**config.mk**
```make
export PLATFORM = sky130hd
export DESIGN_NAME = iter_divider
export DESIGN_NICKNAME = d
export VERILOG_FILES = /design/src/rtl/div_pkg.sv /design/src/rtl/div_step_seq.sv /design/src/rtl/div_operand_prep.sv /design/src/rtl/div_iter_stage.sv /design/src/rtl/iter_divider.sv
export SDC_FILE = /design/constraint.sdc
export NUM_CORES = 1
export LEC_CHECK = 0
export ABC_AREA = 1
export BUFFER_PORTS_ARGS = -buffer_cell sky130_fd_sc_hd__buf_2
export CAP_MARGIN = 20
export CORE_ASPECT_RATIO = 1.4
export CORE_MARGIN = 5
export CORE_UTILIZATION = 45
export CTS_CLUSTER_DIAMETER = 50
export DETAILED_ROUTE_END_ITERATION = 16
export GPL_ROUTABILITY_DRIVEN = 0
export HOLD_SLACK_MARGIN = 0.08
export SYNTH_ARGS = -nofsm -noshare
export SYNTH_HDL_FRONTEND = slang
export SYNTH_HIERARCHICAL = 1
export SYNTH_SLANG_ARGS = --single-unit
```
**constraint.sdc**
```tcl
create_clock -name clk -period 3.3 [get_ports clk]
set_input_delay 0.495 -clock clk [delete_from_list [all_inputs] [get_ports clk]]
set_output_delay 0.495 -clock clk [all_outputs]
set_load 0.05 [all_outputs]
```
**src/rtl/div_pkg.sv**
```systemverilog
package div_pkg;
  typedef enum logic [1:0] {
    MD_S16  = 2'b00,
    MD_S32  = 2'b01,
    MD_FRAC = 2'b10,
    MD_U32  = 2'b11
  } div_mode_t;

  typedef enum logic [1:0] {
    PH_SETUP = 2'd0,
    PH_ITER  = 2'd1,
    PH_FIXQ  = 2'd2,
    PH_FIXR  = 2'd3
  } div_phase_t;
endpackage

```
**src/rtl/div_step_seq.sv**
```systemverilog
module div_step_seq
  import div_pkg::*;
#(
  parameter int W = 16
) (
  input  logic       clk,
  input  logic       rst,
  input  logic       start,
  input  logic       step_en,
  output logic       adv,
  output div_phase_t phase,
  output logic       done
);
  localparam int NSTEPS = W + 3;
  localparam int CW = $clog2(NSTEPS);
  localparam logic [CW-1:0] LAST = CW'(NSTEPS - 1);
  localparam logic [CW-1:0] FIXQ_AT = CW'(W + 1);

  logic          busy;
  logic [CW-1:0] cnt;

  // a start in the same cycle suppresses the step
  assign adv = busy & step_en & ~start;

  always_comb begin
    if (cnt == '0)            phase = PH_SETUP;
    else if (cnt < FIXQ_AT)   phase = PH_ITER;
    else if (cnt == FIXQ_AT)  phase = PH_FIXQ;
    else                      phase = PH_FIXR;
  end

  always_ff @(posedge clk) begin
    if (rst) begin
      busy <= 1'b0;
      cnt  <= '0;
      done <= 1'b0;
    end else if (start) begin
      busy <= 1'b1;
      cnt  <= '0;
      done <= 1'b0;
    end else if (adv) begin
      if (cnt == LAST) begin
        busy <= 1'b0;
        done <= 1'b1;
      end else begin
        cnt <= cnt + 1'b1;
      end
    end
  end
endmodule

```
**src/rtl/div_operand_prep.sv**
```systemverilog
module div_operand_prep
  import div_pkg::*;
#(
  parameter int W = 16
) (
  input  logic [2*W-1:0] num,
  input  logic [W-1:0]   den,
  input  div_mode_t      mode,
  output logic [2*W-1:0] num_mag,
  output logic [W-1:0]   den_mag,
  output logic           neg_quo,
  output logic           neg_rem
);
  localparam int NW = 2 * W;

  logic [NW-1:0] num_ext;
  logic          is_signed;
  logic          num_neg;
  logic          den_neg;

  always_comb begin
    case (mode)
      MD_S16:  num_ext = {{W{num[W-1]}}, num[W-1:0]};
      MD_FRAC: num_ext = {{W{num[W-1]}}, num[W-1:0]} << (W - 1);
      default: num_ext = num;
    endcase
    is_signed = (mode != MD_U32);
    num_neg   = is_signed & num_ext[NW-1];
    den_neg   = is_signed & den[W-1];
    num_mag   = num_neg ? (~num_ext + 1'b1) : num_ext;
    den_mag   = den_neg ? (~den + 1'b1) : den;
    neg_quo   = num_neg ^ den_neg;
    neg_rem   = num_neg;
  end
endmodule

```
**src/rtl/div_iter_stage.sv**
```systemverilog
module div_iter_stage #(
  parameter int W = 16
) (
  input  logic [W-1:0] rem_in,
  input  logic [W-1:0] quo_in,
  input  logic [W-1:0] den_mag,
  output logic [W-1:0] rem_out,
  output logic [W-1:0] quo_out
);
  logic [W:0] part;
  logic [W:0] diff;
  logic       fits;

  always_comb begin
    part    = {rem_in, quo_in[W-1]};
    diff    = part - {1'b0, den_mag};
    fits    = (part >= {1'b0, den_mag});
    rem_out = fits ? diff[W-1:0] : part[W-1:0];
    quo_out = {quo_in[W-2:0], fits};
  end
endmodule

```
**src/rtl/iter_divider.sv**
```systemverilog
module iter_divider
  import div_pkg::*;
#(
  parameter int W = 16
) (
  input  logic           clk,
  input  logic           rst,
  input  logic           start,
  input  logic           step_en,
  input  logic [2*W-1:0] dividend,
  input  logic [W-1:0]   divisor,
  input  logic [1:0]     mode,
  output logic [W-1:0]   quotient,
  output logic [W-1:0]   remainder,
  output logic           done,
  output logic           div_zero
);
  localparam int NW = 2 * W;

  logic [NW-1:0] num_q;
  logic [W-1:0]  den_q;
  div_mode_t     mode_q;
  logic [W-1:0]  rem_q;
  logic [W-1:0]  quo_q;
  logic [W-1:0]  dmag_q;
  logic          negq_q;
  logic          negr_q;
  logic          dz_q;

  logic          adv;
  div_phase_t    phase;
  logic [NW-1:0] num_mag;
  logic [W-1:0]  den_mag;
  logic          neg_quo;
  logic          neg_rem;
  logic [W-1:0]  rem_nxt;
  logic [W-1:0]  quo_nxt;

  div_step_seq #(.W(W)) u_seq (
    .clk(clk), .rst(rst), .start(start), .step_en(step_en),
    .adv(adv), .phase(phase), .done(done)
  );

  div_operand_prep #(.W(W)) u_prep (
    .num(num_q), .den(den_q), .mode(mode_q),
    .num_mag(num_mag), .den_mag(den_mag),
    .neg_quo(neg_quo), .neg_rem(neg_rem)
  );

  div_iter_stage #(.W(W)) u_iter (
    .rem_in(rem_q), .quo_in(quo_q), .den_mag(dmag_q),
    .rem_out(rem_nxt), .quo_out(quo_nxt)
  );

  always_ff @(posedge clk) begin
    if (rst) begin
      num_q  <= '0;
      den_q  <= '0;
      mode_q <= MD_S16;
      rem_q  <= '0;
      quo_q  <= '0;
      dmag_q <= '0;
      negq_q <= 1'b0;
      negr_q <= 1'b0;
      dz_q   <= 1'b0;
    end else if (start) begin
      num_q  <= dividend;
      den_q  <= divisor;
      mode_q <= div_mode_t'(mode);
      dz_q   <= (divisor == '0);
      rem_q  <= '0;
      quo_q  <= '0;
    end else if (adv) begin
      case (phase)
        PH_SETUP: begin
          rem_q  <= num_mag[NW-1:W];
          quo_q  <= num_mag[W-1:0];
          dmag_q <= den_mag;
          negq_q <= neg_quo;
          negr_q <= neg_rem;
        end
        PH_ITER: begin
          rem_q <= rem_nxt;
          quo_q <= quo_nxt;
        end
        PH_FIXQ: if (negq_q) quo_q <= ~quo_q + 1'b1;
        default: if (negr_q) rem_q <= ~rem_q + 1'b1;
      endcase
    end
  end

  assign quotient  = quo_q;
  assign remainder = rem_q;
  assign div_zero  = dz_q;
endmodule

```
# Yosys cells after proc, flatten, opt, wreduce, memory -nomap -nowiden
# Cells that the tools add are included.
[classes]
add_sub_neg = 6
order_cmp = 2
n_eq_ne = 7
mux = 14
bitwise_logic = 12
reduce_logical = 15
[ops]
columns = ["operator", "n"]
rows = [
  ["$pmux W16 S3", 2],
  ["$mux W16", 4],
  ["$pmux W32 S2", 1],
  ["$add A16 B1 Y16 const B", 3],
  ["$not A16 Y16", 3],
  ["$add A32 B1 Y32 const B", 1],
  ["$mux W32", 1],
  ["$not A32 Y32", 1],
  ["$ge A17 B16 Y1", 1],
  ["$logic_not A16 Y1", 1],
  ["$sub A16 B16 Y16", 1],
  ["$eq A5 B5 Y1 const B", 2],
  ["$reduce_and A3 Y1", 3],
  ["$reduce_and A2 Y1", 3],
  ["$reduce_bool A3 Y1", 2],
  ["$add A5 B1 Y5 const B", 1],
  ["$logic_not A5 Y1", 1],
  ["$lt A5 B5 Y1 const B", 1],
  ["$and A1 B1 Y1", 4],
  ["$eq A2 B2 Y1 const B", 2],
  ["$logic_not A2 Y1", 2],
  ["$mux W1", 4],
  ["$mux W2", 2],
  ["$ne A2 B2 Y1 const B", 2],
  ["other kinds (5)", 8],
]
[totals]
reg_bits = 108
input_bits = 54
out_inout_bits = 34

# Depth between registers and ports, before layout
[logic_depth]
depth_word = 7
depth_mapped = 18

# Cells and area by module
# Netlist, hierarchy kept.
[by_module_without_submodules]
columns = ["mod", "n_inst", "cells_each", "area_per_inst_um2"]
rows = [
  ["iter_divider", 1, 716, 4918.5],
  ["div_operand_prep", 1, 346, 1740.4],
  ["div_iter_stage", 1, 285, 1475.2],
  ["div_step_seq", 1, 63, 444.2],
]

# Worst setup path after synthesis
# No wires, ideal clock.
[synth_timing]
kind = "register to register"
startpoint = "register rem_q[5], in the netlist remainder[5]"
endpoint = "register rem_q[7], in the netlist remainder[7]"
setup_time_ns = 0.122
arrival_time_ns = 2.312
t_required_ns = 3.178
path_slack_ns = 0.866
path_stages_with_launch = 17
synth_period_minus_slack_ns = 2.434
path_cell_list = "dfxtp_1 -> ha_1 -> nand2_1 -> nand2_2 -> nand2_1 -> nand2_1 -> inv_2 -> nand3_2 -> nand2_2 -> nand2_2 -> buf_6 -> buf_12 -> nand2_2 -> nand2_1 -> a22o_1 -> nor2_1 -> a21oi_1"
[synth_via]
word_cells_on_any_way = 7
classes_between = "2 x add/sub; 1 x order compare; 3 x mux; 1 x bitwise"
[synth_rtl]
columns = ["element", "line", "text"]
rows = [
  ["from (decl)", "iter_divider.sv:23", "logic [W-1:0] rem_q;"],
  ["from (signal assigned)", "iter_divider.sv:76", "rem_q <= num_mag[NW-1:W];"],
  ["from (signal assigned)", "iter_divider.sv:83", "rem_q <= rem_nxt;"],
  ["from (signal assigned)", "iter_divider.sv:87", "default: if (negr_q) rem_q <= ~rem_q + 1'b1;"],
  ["$ge A17 B16 Y1", "div_iter_stage.sv:17", "fits = (part >= {1'b0, den_mag});"],
  ["via u_iter.fits", "div_iter_stage.sv:12", "logic fits;"],
  ["$mux W16", "div_iter_stage.sv:18", "rem_out = fits ? diff[W-1:0] : part[W-1:0];"],
  ["via rem_nxt[7]", "iter_divider.sv:36", "logic [W-1:0] rem_nxt;"],
  ["$pmux W16 S3", "iter_divider.sv:74", "case (phase)"],
]
# The timed path passes the listed nets, and every way through them passes these cells. The select of a mux whose other input is x is not followed.
# A chain may end at the register's enable or synchronous reset.

# Worst setup path in the final report
[layout_timing]
startpoint = "register u_seq.cnt[0]"
endpoint = "register quo_q[3], in the netlist quotient[3]"
[layout_via]
elab_chain_cells = 7
word_cells_on_any_way = 13
classes_between = "1 x order compare; 4 x eq/ne; 4 x mux; 4 x reduce/logical"
[layout_rtl]
columns = ["element", "line", "text"]
rows = [
  ["from (decl)", "div_step_seq.sv:20", "logic [CW-1:0] cnt;"],
  ["from (signal assigned)", "div_step_seq.sv:46", "cnt <= cnt + 1'b1;"],
  ["parallel branches: the longest is 3 deep, another holds $lt A5 B5 Y1", "n/a", ""],
  ["$mux W2 (*)", "div_step_seq.sv:26", "if (cnt == '0) phase = PH_SETUP;"],
  ["via phase[0]", "iter_divider.sv:31", "div_phase_t phase;"],
  ["$eq A2 B2 Y1 (tied with other cells)", "iter_divider.sv:74", ""],
  ["$ne A2 B2 Y1 (no line) / $reduce_bool A3 Y1 (equally long branches)", "n/a", ""],
  ["$reduce_and A3 Y1 (no line)", "n/a", ""],
  ["to (signal assigned)", "iter_divider.sv:77", "quo_q <= num_mag[W-1:0];"],
  ["to (signal assigned)", "iter_divider.sv:84", "quo_q <= quo_nxt;"],
  ["to (signal assigned)", "iter_divider.sv:86", "PH_FIXQ: if (negq_q) quo_q <= ~quo_q + 1'b1;"],
  ["to (decl)", "iter_divider.sv:24", "logic [W-1:0] quo_q;"],
]
# Mark *: on every way through the listed nets, which the timed path passes.

==> out/metrics.csv <==
stage,metric,value,unit
setup_path,flop2flop setup slack,0.45,ns
sta,highest achievable clock rate,350,MHz
place,dpl hpwl,19.5,mm
sta,final critical delay including setup and external delays,2.85,ns
clock_network,TritonCTS clock tree,yes,
finish,final layout net count,1544,
sta,actual slew at the worst max-slew pin,0.829,ns
synthesis,synthesized area,8580,um^2
die,full die area,22000,um^2
synthesis,post-synth net total,1493,
setup_path,data arrival time at the worst-slack endpoint,3.13,ns
setup_path,"Max stage delay cell, worst path",sky130_fd_sc_hd__dfxtp_1,
power,Power Internal,2.34,mW
die,I/O Pins,88,
setup_path,critical path required time,3.58,ns
job,number of maximum-capacitance violations,0,
route,overall via count from detail_route,8719,
synthesis,"top cells by area, synth","sky130_fd_sc_hd__dfxtp_1 (25%), sky130_fd_sc_hd__nand2_1 (14%), sky130_fd_sc_hd__nor2_1 (11%)",
power,fraction of power spent switching nets,35.1,%
die,CORE AREA,18700,um^2
sta,final hold violation count,0,
finish,relative area change from synthesis to final layout,9.16,%
route,post-detailed-route DRC marker count,0,
setup_path,kind of start point of the critical path,register,
finish,filler cell count in the final layout,2052,
die,Initial Utilization,45.9,%
clock_network,clock edge transition at the registers on the reported setup and hold paths,0.08,ns
setup_path,Crit Path Class,register to register,
global_routing,global route total overflow,0,
sta,number of setup violations in the final report,0,
synthesis,"Primary FF master, synth",sky130_fd_sc_hd__dfxtp_1,
route,1st-iter DRT viols,602,
synthesis,Seq cells post-synth,108,
clock_network,clock tree root buffer cell,sky130_fd_sc_hd__clkbuf_16,
synthesis,synthesized instance count,1410,
clock_network,number of H-tree levels,3,
sta,post-route clock period utilization,86.5,%
power,largest vdd supply drop,0.000241,V
finish,share of layout cells above drive strength 1,14.3,%
hold_path,path type of the worst min-delay path,input port to register,
synthesis,Syn. warnings,6,
route,1st-pass router iterations,8,
route,per-cell via count in the routed design,5.10,
synthesis,top cell types by occurrence after synthesis,"sky130_fd_sc_hd__nand2_1 (325), sky130_fd_sc_hd__nor2_1 (251), sky130_fd_sc_hd__inv_1 (148), sky130_fd_sc_hd__o21ai_0 (126), sky130_fd_sc_hd__dfxtp_1 (108)",
power,leakage power,4.70,nW
clock_network,Inserted Clock Buffers,9,
power,cell area power density,386,nW/um^2
finish,final cell count without fillers,1710,
route,mean routed wirelength per cell,14.5,um
die,chip width,127,um
clock_network,number of gates resized after cts,0,
global_routing,first-pass GRT wire length,39.8,mm
clock_network,number of buffers between clock root and the deepest sink,2,
place,number of buffers added on ports,87,
clock_network,number of buffers added to fix hold violations after cts,0,
clock_network,Post CTS Setup Buffer Count,0,
global_routing,number of global-route vias before repair,7958,
synthesis,Post-synth EDFFs,0,
place,dpl cells,1694,
synthesis,synthesized area divided by synthesized cell count,6.08,um^2
synthesis,Post-synth ARST share,0,%
sta,Slew HR,44.7,%
route,Routed Antenna Nets,0,
outcome,run status,completed,
setup_path,critical path's most frequent cell,sky130_fd_sc_hd__nor2_1,
clock_network,Sink Count,108,
sta,RSZ-0062 raised after global routing,no,
setup_path,type of destination of the critical path,register,
synthesis,sequential element share of the synthesized area,25.2,%
sta,count of final max-slew check failures,0,
setup_path,crit-path max FO,18,
sta,final clock skew,0.0107,ns
synthesis,number of distinct standard cells referenced by the synthesized netlist,45,
finish,diode count,0,
synthesis,library cell with the highest instance count after synthesis,sky130_fd_sc_hd__nand2_1,
global_routing,number of antenna violations at the first check in global routing,0,
sta,Fin Setup TNS,0,ns
global_routing,global-route total usage across every layer,21.9,%
die,Chip Height,173,um
synthesis,dominant cell type by area after synthesis,sky130_fd_sc_hd__dfxtp_1,
power,logic gate share of total power,29.5,%
setup_path,critical path's largest stage delay,0.40,ns
setup_path,cell chain of the critical path,inv_1 > ha_1 > nand2_1 > nor2_1 > a21oi_1 > inv_1 > ha_1 > inv_2 > nor2_1 > nor2_1 > nand2_2 > inv_2 > o21ai_0 > a21o_1 > a21oi_1,
route,overall routed net length,24.8,mm
power,clock share of power,31.4,%
global_routing,largest net degree at the start of global routing,50,
clock_network,Clock Latency Late Sink,0.36,ns
die,standard-cell rows,59,
synthesis,top-area cell type share of the netlist area,25.2,%
power,sequential share of power,39.1,%
power,total net switching power,1.27,mW
-- cell type report --
| type | count | area, um^2 | area share [%] |
|---|---|---|---|
| sequential | 108 | 2160 | 23.1 |
| tap | 244 | 305 | 3.26 |
| timing repair buffer | 110 | 621 | 6.63 |
| inverter | 162 | 611 | 6.52 |
| multi-input combinational | 1070 | 5350 | 57.2 |
| clock inverter | 6 | 72.6 | 0.775 |
| clock buffer | 10 | 239 | 2.55 |
-- cell families (layout without fill, tap and decap cells) --
family                     count (synthesis)  after routing  share of synthesized area [%]
AOI/OAI and AO/OA                        240            240                           15.0
xor gates and xnor gates                  40             40                           4.08
and+or+nand+nor                          761            761                           39.1
adders and majority gates                 29             29                           4.32
buffers and inverters                    232            288                           12.4
DFF                                      108            108                           25.2
-- path summary, 6_finish.rpt --
kind | start | to | depth (start not counted)
min reg2reg | u_seq/done$_SDFFE_PP0P_ | u_seq/done$_SDFFE_PP0P_ | 2
max reg2reg | u_seq/cnt[0]$_SDFFE_PP0P_ | quotient[3]$_SDFFE_PP0P_ | 15
min | dividend[3] | num_q[3]$_SDFFE_PP0P_ | 3
max | u_seq/cnt[0]$_SDFFE_PP0P_ | quotient[3]$_SDFFE_PP0P_ | 15
-- cell usage in the layout, fill, tap and decap left out, types with 2 or more instances in the layout --
| cell | Yosys | routed |
|---|---|---|
| sky130_fd_sc_hd__nor2_4 | 6 | 6 |
| sky130_fd_sc_hd__xor2_1 | 28 | 28 |
| sky130_fd_sc_hd__inv_2 | 12 | 12 |
| sky130_fd_sc_hd__a21oi_1 | 74 | 74 |
| sky130_fd_sc_hd__nor2_2 | 23 | 23 |
| sky130_fd_sc_hd__o21ai_0 | 126 | 126 |
| sky130_fd_sc_hd__buf_4 | 22 | 22 |
| sky130_fd_sc_hd__nor3_2 | 2 | 2 |
| sky130_fd_sc_hd__and2_1 | 2 | 2 |
| sky130_fd_sc_hd__nand3_4 | 3 | 3 |
| sky130_fd_sc_hd__or2_2 | 4 | 4 |
| sky130_fd_sc_hd__nor3_1 | 9 | 9 |
| sky130_fd_sc_hd__inv_1 | 148 | 148 |
| sky130_fd_sc_hd__dfxtp_1 | 108 | 108 |
| sky130_fd_sc_hd__nand3_1 | 82 | 82 |
| sky130_fd_sc_hd__nand3_2 | 10 | 10 |
| sky130_fd_sc_hd__o21bai_1 | 2 | 2 |
| sky130_fd_sc_hd__nand2_2 | 19 | 19 |
| sky130_fd_sc_hd__a41oi_1 | 2 | 2 |
| sky130_fd_sc_hd__nand3b_1 | 5 | 5 |
| sky130_fd_sc_hd__buf_2 | 18 | 87 |
| sky130_fd_sc_hd__nand4_1 | 14 | 14 |
| sky130_fd_sc_hd__a22o_1 | 14 | 14 |
| sky130_fd_sc_hd__ha_1 | 28 | 28 |
| sky130_fd_sc_hd__o21ai_1 | 15 | 15 |
| sky130_fd_sc_hd__nor2_1 | 251 | 251 |
| sky130_fd_sc_hd__clkinv_4 | 0 | 3 |
| sky130_fd_sc_hd__nor4_1 | 2 | 2 |
| sky130_fd_sc_hd__clkbuf_16 | 0 | 9 |
| sky130_fd_sc_hd__a21o_1 | 2 | 2 |
| sky130_fd_sc_hd__nand2_1 | 325 | 325 |
| sky130_fd_sc_hd__xnor2_1 | 12 | 12 |
-- routing by layer --
layer	GRT usage [%]	vias to the layer above	wire length, um
li1	-	4579	-
met1	28.5	3900	11100
met2	37.6	209	12100
met3	2.56	31	1020
met4	6.93	0	551
met5	0	-	0
-- stage by stage --
stage / utilization, % / power (mW) / instance area [um^2] / setup WS (ns) / hold WS [ns]
6_report: 50.1 / 3.61 / 9360 / 0.447 / 0.358
5_1_grt: 50.1 / 3.83 / 9360 / 0.101 / 0.359
4_1_cts: 50.1 / 3.64 / 9360 / 0.446 / 0.349
3_5_place_dp: 48.5 / 2.50 / 9050 / 0.476 / 0.446
3_3_place_gp: 48.5 / 2.49 / 9050 / 0.559 / 0.444
2_1_floorplan: - / 2.28 / 8580 / 0.866 / 0.460
-- registers in the layout, summed over array words and instances, names as in the netlist, named ones only --
register    count
den_q          16
div_zero        1
quotient       16
u_seq/busy      1
dmag_q         16
u_seq/cnt       5
remainder      15
negr_q          1
mode_q          2
negq_q          1
u_seq/done      1
num_q          32
-- worst max-delay path, delay by kind of cell (launching register included) --
family | cells | cell delay, ns
flip-flops | 1 | 0.40
AND/OR/NAND/NOR | 5 | 0.43
buffers and inverters | 4 | 0.66
adder cells (fa/ha/maj) | 2 | 0.61
AO/OA/AOI/OAI | 4 | 0.68
-- power groups by stage --
stage	Clock (mW)	Sequential, mW	Combinational [mW]
floorplan	0	1.45	0.831
global placement	0	1.44	1.05
detailed placement	0	1.44	1.06
CTS	1.16	1.41	1.06
global route	1.21	1.42	1.19
finish	1.13	1.41	1.06
Note: power is estimated with default switching activity, not from simulation.
